===== src/rtl/mvma_pkg.sv =====
package mvma_pkg;
    typedef enum logic [1:0] {ST_IDLE, ST_RUN, ST_DONE} state_t;

    localparam int SCALE_BIT = 19;
    localparam int MSEL_LSB  = 17;
    localparam int VSEL_LSB  = 15;
    localparam int CSEL_LSB  = 13;
    localparam int POS_TOP   = 30;
    localparam int NEG_TOP   = 27;
    localparam int NEG_SUM   = 31;
endpackage


===== src/rtl/mvma_opsel.sv =====
module mvma_opsel #(
    parameter int DW = 16,
    parameter int CW = 32,
    parameter int N  = 3
) (
    input  logic [N*N*N*DW-1:0] mat_bus,
    input  logic [N*N*DW-1:0]   vec_bus,
    input  logic [N*DW-1:0]     ir_bus,
    input  logic [N*N*CW-1:0]   cv_bus,
    input  logic [1:0]          msel,
    input  logic [1:0]          vsel,
    input  logic [1:0]          csel,
    input  logic [1:0]          ch,
    input  logic [1:0]          term,
    output logic [DW-1:0]       m_op,
    output logic [DW-1:0]       v_op,
    output logic [CW-1:0]       cv_op
);
    logic [DW-1:0] mat_a [N][N][N];
    logic [DW-1:0] vec_a [N][N];
    logic [DW-1:0] ir_a  [N];
    logic [CW-1:0] cv_a  [N][N];

    for (genvar k = 0; k < N; k++) begin : g_set
        for (genvar a = 0; a < N; a++) begin : g_row
            assign vec_a[k][a] = vec_bus[(k*N+a)*DW +: DW];
            assign cv_a[k][a]  = cv_bus[(k*N+a)*CW +: CW];
            for (genvar b = 0; b < N; b++) begin : g_col
                assign mat_a[k][a][b] = mat_bus[((k*N+a)*N+b)*DW +: DW];
            end
        end
    end
    for (genvar j = 0; j < N; j++) begin : g_ir
        assign ir_a[j] = ir_bus[j*DW +: DW];
    end

    always_comb begin
        m_op  = '0;
        v_op  = '0;
        cv_op = '0;
        if (int'(ch) < N && int'(term) < N) begin
            if (int'(msel) < N) m_op = mat_a[msel][ch][term];
            v_op = (int'(vsel) < N) ? vec_a[vsel][term] : ir_a[term];
            if (int'(csel) < N) cv_op = cv_a[csel][ch];
        end
    end
endmodule


===== src/rtl/mvma_acc.sv =====
module mvma_acc #(
    parameter int DW   = 16,
    parameter int CW   = 32,
    parameter int AW   = 64,
    parameter int FRAC = 12
) (
    input  logic          clk,
    input  logic          rst_n,
    input  logic          en,
    input  logic          first,
    input  logic          scale,
    input  logic [DW-1:0] m_op,
    input  logic [DW-1:0] v_op,
    input  logic [CW-1:0] cv_op,
    output logic [CW-1:0] res,
    output logic          pos_ovf,
    output logic          neg_ovf
);
    localparam int PW = 2 * DW;
    localparam logic signed [AW-1:0] RMAX = (AW'(1) <<< (CW - 1)) - AW'(1);
    localparam logic signed [AW-1:0] RMIN = -(AW'(1) <<< (CW - 1));

    logic signed [AW-1:0] acc_q, base, acc_next, scaled;
    logic signed [PW-1:0] prod;

    assign prod     = $signed(m_op) * $signed(v_op);
    assign base     = first ? (AW'($signed(cv_op)) <<< FRAC) : acc_q;
    assign acc_next = base + AW'(prod);
    assign scaled   = scale ? (acc_next >>> FRAC) : acc_next;
    assign res      = scaled[CW-1:0];
    assign pos_ovf  = scaled > RMAX;
    assign neg_ovf  = scaled < RMIN;

    always_ff @(posedge clk or negedge rst_n) begin
        if (!rst_n)  acc_q <= '0;
        else if (en) acc_q <= acc_next;
    end

    p_ovf_excl_r7: assert property (@(posedge clk) disable iff (!rst_n)
        !(pos_ovf && neg_ovf));
endmodule


===== src/rtl/mvma_engine.sv =====
module mvma_engine #(
    parameter int DW   = 16,
    parameter int CW   = 32,
    parameter int AW   = 64,
    parameter int FRAC = 12,
    parameter int N    = 3
) (
    input  logic                clk,
    input  logic                rst_n,
    input  logic                start,
    input  logic [31:0]         cmd,
    input  logic                flag_dis,
    input  logic [N*N*N*DW-1:0] mat_bus,
    input  logic [N*N*DW-1:0]   vec_bus,
    input  logic [N*DW-1:0]     ir_bus,
    input  logic [N*N*CW-1:0]   cv_bus,
    output logic                busy,
    output logic                done,
    output logic [CW-1:0]       mac_ch1,
    output logic [CW-1:0]       mac_ch2,
    output logic [CW-1:0]       mac_ch3,
    output logic [31:0]         ovf_flags
);
    import mvma_pkg::*;

    localparam logic [1:0] LAST = 2'(N - 1);

    state_t        state_q, state_d;
    logic [1:0]    ch_q, term_q;
    logic          scale_q, fdis_q;
    logic [1:0]    msel_q, vsel_q, csel_q;
    logic [CW-1:0] mac_q [N];
    logic [31:0]   flags_q;
    logic [DW-1:0] m_op, v_op;
    logic [CW-1:0] cv_op, res;
    logic          pos_ovf, neg_ovf, last_term, launch;

    assign last_term = (term_q == LAST);
    assign launch    = (state_q == ST_IDLE) && start;

    always_ff @(posedge clk or negedge rst_n) begin
        if (!rst_n) state_q <= ST_IDLE;
        else        state_q <= state_d;
    end

    always_comb begin
        state_d = state_q;
        unique case (state_q)
            ST_IDLE: if (start) state_d = ST_RUN;
            ST_RUN:  if (last_term && ch_q == LAST) state_d = ST_DONE;
            ST_DONE: state_d = ST_IDLE;
            default: state_d = ST_IDLE;
        endcase
    end

    always_comb begin
        busy = 1'b0;
        done = 1'b0;
        unique case (state_q)
            ST_IDLE: ;
            ST_RUN:  busy = 1'b1;
            ST_DONE: done = 1'b1;
            default: ;
        endcase
    end

    always_ff @(posedge clk or negedge rst_n) begin
        if (!rst_n) begin
            ch_q    <= '0;
            term_q  <= '0;
            scale_q <= 1'b0;
            fdis_q  <= 1'b0;
            msel_q  <= '0;
            vsel_q  <= '0;
            csel_q  <= '0;
            flags_q <= '0;
            for (int i = 0; i < N; i++) mac_q[i] <= '0;
        end else if (launch) begin
            ch_q    <= '0;
            term_q  <= '0;
            scale_q <= cmd[SCALE_BIT];
            msel_q  <= cmd[MSEL_LSB +: 2];
            vsel_q  <= cmd[VSEL_LSB +: 2];
            csel_q  <= cmd[CSEL_LSB +: 2];
            fdis_q  <= flag_dis;
            flags_q <= '0;
        end else if (state_q == ST_RUN) begin
            if (last_term) begin
                term_q        <= '0;
                ch_q          <= ch_q + 2'd1;
                mac_q[ch_q]   <= res;
                if (!fdis_q && pos_ovf) flags_q[POS_TOP - int'(ch_q)] <= 1'b1;
                if (!fdis_q && neg_ovf) begin
                    flags_q[NEG_TOP - int'(ch_q)] <= 1'b1;
                    flags_q[NEG_SUM]              <= 1'b1;
                end
            end else begin
                term_q <= term_q + 2'd1;
            end
        end
    end

    mvma_opsel #(.DW(DW), .CW(CW), .N(N)) u_sel (
        .mat_bus(mat_bus), .vec_bus(vec_bus), .ir_bus(ir_bus), .cv_bus(cv_bus),
        .msel(msel_q), .vsel(vsel_q), .csel(csel_q), .ch(ch_q), .term(term_q),
        .m_op(m_op), .v_op(v_op), .cv_op(cv_op)
    );

    mvma_acc #(.DW(DW), .CW(CW), .AW(AW), .FRAC(FRAC)) u_acc (
        .clk(clk), .rst_n(rst_n), .en(state_q == ST_RUN), .first(term_q == 2'd0),
        .scale(scale_q), .m_op(m_op), .v_op(v_op), .cv_op(cv_op),
        .res(res), .pos_ovf(pos_ovf), .neg_ovf(neg_ovf)
    );

    assign mac_ch1   = mac_q[0];
    assign mac_ch2   = mac_q[1];
    assign mac_ch3   = mac_q[2];
    assign ovf_flags = flags_q;

    p_done_pulse_r2: assert property (@(posedge clk) disable iff (!rst_n)
        done |=> !done);
    p_busy_done_r2: assert property (@(posedge clk) disable iff (!rst_n)
        !(busy && done));
    p_neg_sum_r8: assert property (@(posedge clk) disable iff (!rst_n)
        done |-> ((|ovf_flags[27:25]) == ovf_flags[31]));
    p_dir_excl_r7: assert property (@(posedge clk) disable iff (!rst_n)
        done |-> !(ovf_flags[30] && ovf_flags[27]) && !(ovf_flags[29] && ovf_flags[26])
                 && !(ovf_flags[28] && ovf_flags[25]));
    p_flag_off_r9: assert property (@(posedge clk) disable iff (!rst_n)
        (done && fdis_q) |-> (ovf_flags == 32'd0));
    p_start_ignored_r10: assert property (@(posedge clk) disable iff (!rst_n)
        (busy && start) |=> $stable(msel_q) && $stable(vsel_q) && $stable(csel_q));
endmodule


===== config.mk =====
export PLATFORM = sky130hd
export DESIGN_NAME = mvma_engine
export DESIGN_NICKNAME = d
export VERILOG_FILES = /design/src/rtl/mvma_pkg.sv /design/src/rtl/mvma_opsel.sv /design/src/rtl/mvma_acc.sv /design/src/rtl/mvma_engine.sv
export SDC_FILE = /design/constraint.sdc
export NUM_CORES = 2
export LEC_CHECK = 0
export ABC_AREA = 0
export CAP_MARGIN = 0
export CORE_AREA = 2 2 424 426
export DETAILED_ROUTE_END_ITERATION = 8
export DIE_AREA = 0 0 426 428
export GPL_TIMING_DRIVEN = 0
export SLEW_MARGIN = 15
export SYNTH_ARGS = -nofsm -noshare
export SYNTH_HDL_FRONTEND = slang
export SYNTH_SLANG_ARGS = --single-unit

===== constraint.sdc =====
create_clock -name clk -period 12.4 [get_ports clk]
set_input_delay 1.86 -clock clk [delete_from_list [all_inputs] [get_ports clk]]
set_output_delay 1.86 -clock clk [all_outputs]
set_load 0.02 [all_outputs]

==> impl_metrics.py <==
metrics = {
    "global_route": {
        "grt_pass1_vias": 39000,
        "grt_pass1_wl_um": 390000,
        "grt_overflow_total": 0,
        "grt_usage": 0.326,
        "grt_max_degree": 97,
        "grt_antenna_before_repair": 204,
    },
    "setup_path": {
        "arrival_ns": 12.62,
        "path_common_cell": "fa_1",
        "cp-start-kind": "flip-flop",
        "worstPathRequired_ns": 12.76,
        "critPathCaptureType": "flip-flop",
        "path_class": "flip-flop to flip-flop",
        "max_stage_delay_ns": 0.59,
        "slowest_stage": "clkbuf_1",
        "critPathMaxFanout": 10,
        "crit_path_start": "ch_q[0]",
        "timing.rr.start": "ch_q[0]",
    },
    "status": {
        "outcome": "finished clean",
    },
    "yosys": {
        "syn_avg_cell_area_um2": 7.90,
        "synth_top_cell_area_share": 0.258,
        "synth.distinct_cells": 95,
        "synth_edf_count": 0,
        "synth_async_sr_flop_share": 1.00,
        "synth.most_common_cell": "nor2_1",
        "yosys_register_bits": 182,
        "synthTopCellsByCount": "nor2_1 (501), inv_1 (488), nand2_1 (480)",
        "ys.flop_type": "dfrtp_1",
        "synth_top_cells_by_area": "fa_1 (26%), dfrtp_1 (14%), ha_1 (6.4%)",
        "ys_seq_area_frac": 0.138,
        "synth_area_um2": 33000,
        "synthCells": 4180,
        "synth_top_cell_by_area": "fa_1",
        "ys_warn_count": 0,
    },
    "cts": {
        "clk-insertion-delay-late_ns": 0.54,
        "cts.root.buffer_cell": "clkbuf_16",
        "h-tree-depth": 4,
        "cts_buffer_depth": 2,
        "clock-sinks": 182,
        "clkTransAtPathRegs_ns": 0.10,
        "cts_tree": "built",
        "cts_buffers": 17,
    },
    "job": {
        "drv_cap": 0,
    },
    "floorplanning": {
        "die_x_um": 426,
        "io_pins": 1078,
        "fp-row-count": 155,
        "die_y_um": 428,
        "coreArea_um2": 178000,
        "start_util": 0.186,
        "dieArea_um2": 182000,
    },
    "finish": {
        "final_cells": 7734,
        "drive_gt1_frac": 0.0513,
        "area_delta_synth_final_pct": 44.8,
        "fin_nets": 6809,
    },
    "routing": {
        "ant_nets": 0,
        "viasPerCell": 5.07,
        "wl_um": 302000,
        "post_drt_wl_per_cell_um": 39.1,
        "first_pass_iters": 6,
        "remaining_drc_errors": 0,
        "num_vias": 39200,
        "drt_first_iter_violations": 4218,
    },
    "timing": {
        "max_freq_mhz": 81.6,
        "maxSlewViolCount": 0,
        "hold_violations": 0,
        "fin_crit_sh": 0.989,
        "worst_pin_slew_ns": 1.28,
        "rsz0062_at_grt": "no",
        "skew_ns": 0.0318,
        "period_minus_slack_ns": 12.26,
        "slew_headroom": 0.139,
        "setup_viol_count_final": 0,
    },
    "placed_design": {
        "place_hpwl_um": 265000,
        "gp_congestion": 1.08,
        "dp.cells": 7593,
        "place.port_buffers": 1028,
    },
    "worst_hold_path": {
        "hold_path.class": "flip-flop to flip-flop",
        "holdCritStartpoint": "u_acc.acc_q[2]",
    },
}
[layer usage]
layer / global-route usage / up-vias / wire [µm]
met5: 0.00476 / - / 336
met4: 0.235 / 56 / 23700
met3: 0.114 / 697 / 27600
met2: 0.480 / 2357 / 131000
met1: 0.391 / 19700 / 120000
li1: - / 16400 / -
[flip-flops by register name, summed over array words and instances (netlist names)]
name and cells:
u_acc.acc_q 64, term_q 2, scale_q 1, ch_q 2, fdis_q 1, ovf_flags 8
state_q 2, mac_ch1 32, vsel_q 2, mac_ch2 32, mac_ch3 32, csel_q 2
msel_q 2
[kinds of logic (layout without fill, tap and decap cells)]
| family | Yosys count | in the layout | synth area share |
|---|---|---|---|
| buffers and inverters | 800 | 1877 | 0.0956 |
| AOI/OAI and AO/OA | 1126 | 1126 | 0.211 |
| other | 1 | 123 | 0.000114 |
| xor gates and xnor gates | 57 | 57 | 0.0151 |
| DFF | 182 | 182 | 0.138 |
| muxes | 183 | 183 | 0.0594 |
| adders and majority gates | 594 | 594 | 0.322 |
| and+or+nand+nor | 1237 | 1237 | 0.159 |
[area by class of cell]
type / instances / area [µm²]
buffer: 307 / 1400
timing repair buffer: 1046 / 10500
multi-input combinational: 3221 / 25600
inverter: 492 / 1860
antenna: 99 / 248
tap: 2355 / 2950
clock buffer: 17 / 425
sequential: 182 / 4550
clock inverter: 15 / 234
fill: 19600 / 130000
[worst paths after layout]
kind | cells after the start | to | slack, ns
worst max-delay path | 36 | ovf_flags[25] | 0.14
worst min-delay path | 2 | u_acc.acc_q[2] | 0.48
worst max register to register | 36 | ovf_flags[25] | 0.14
worst min register to register | 2 | u_acc.acc_q[2] | 0.48
max in group asynchronous | 2 | mac_ch1[22] | 10.44
min in group asynchronous | 1 | u_acc.acc_q[6] | 1.15
[metrics by stage]
step	utilization	hold slack (ns)	setup TNS (ns)	worst slack (ns)	cell area, µm²
final	0.269	0.478	0	0.142	47800
after global placement	0.261	0.454	-132.68	-3.25	46300
after CTS	0.267	0.480	0	0.0194	47400
after floorplan	-	0.437	0	1.76	33100
after global routing	0.269	0.492	0	0.00122	47700
after detailed placement	0.262	0.455	-61.97	-2.35	46500
[worst max-delay path: cells and delay by family (launching register included)]
| family | cells | cell delay (ns) |
|---|---|---|
| AND/OR/NAND/NOR | 9 | 2.50 |
| flip-flops | 1 | 0.42 |
| adder cells (fa/ha/maj) | 7 | 3.28 |
| AO/OA/AOI/OAI | 10 | 3.27 |
| buffers and inverters | 10 | 2.58 |
[what timing repair did]
action / CTS / global route
hold buffers: 0 / 0
gates resized for setup: 66 / 53
buffers inserted: 2 / 2
setup endpoints to repair: 95 / 8
pin swaps: 2 / 4
[cells in the final DEF, fill, tap and decap left out, types with 31 or more instances in the layout]
cell             instances
clkdlybuf4s50_1       1027
nor2_1                 498
inv_1                  481
nand2_1                478
fa_1                   424
o21ai_0                368
a21oi_1                239
dfrtp_1                182
clkbuf_1               179
ha_1                   168
o22ai_1                148
mux2i_1                144
diode_2                 99
a22oi_1                 52
nor3_1                  46
nand2b_1                41
buf_2                   38
o2111ai_1               35
a21o_1                  34
buf_4                   34
xnor2_1                 34
clkbuf_2                31
a221oi_1                31
Power is left out: the tool's default activity adds up to more than one toggle a clock period on the data nets, which glitch-free logic cannot reach.
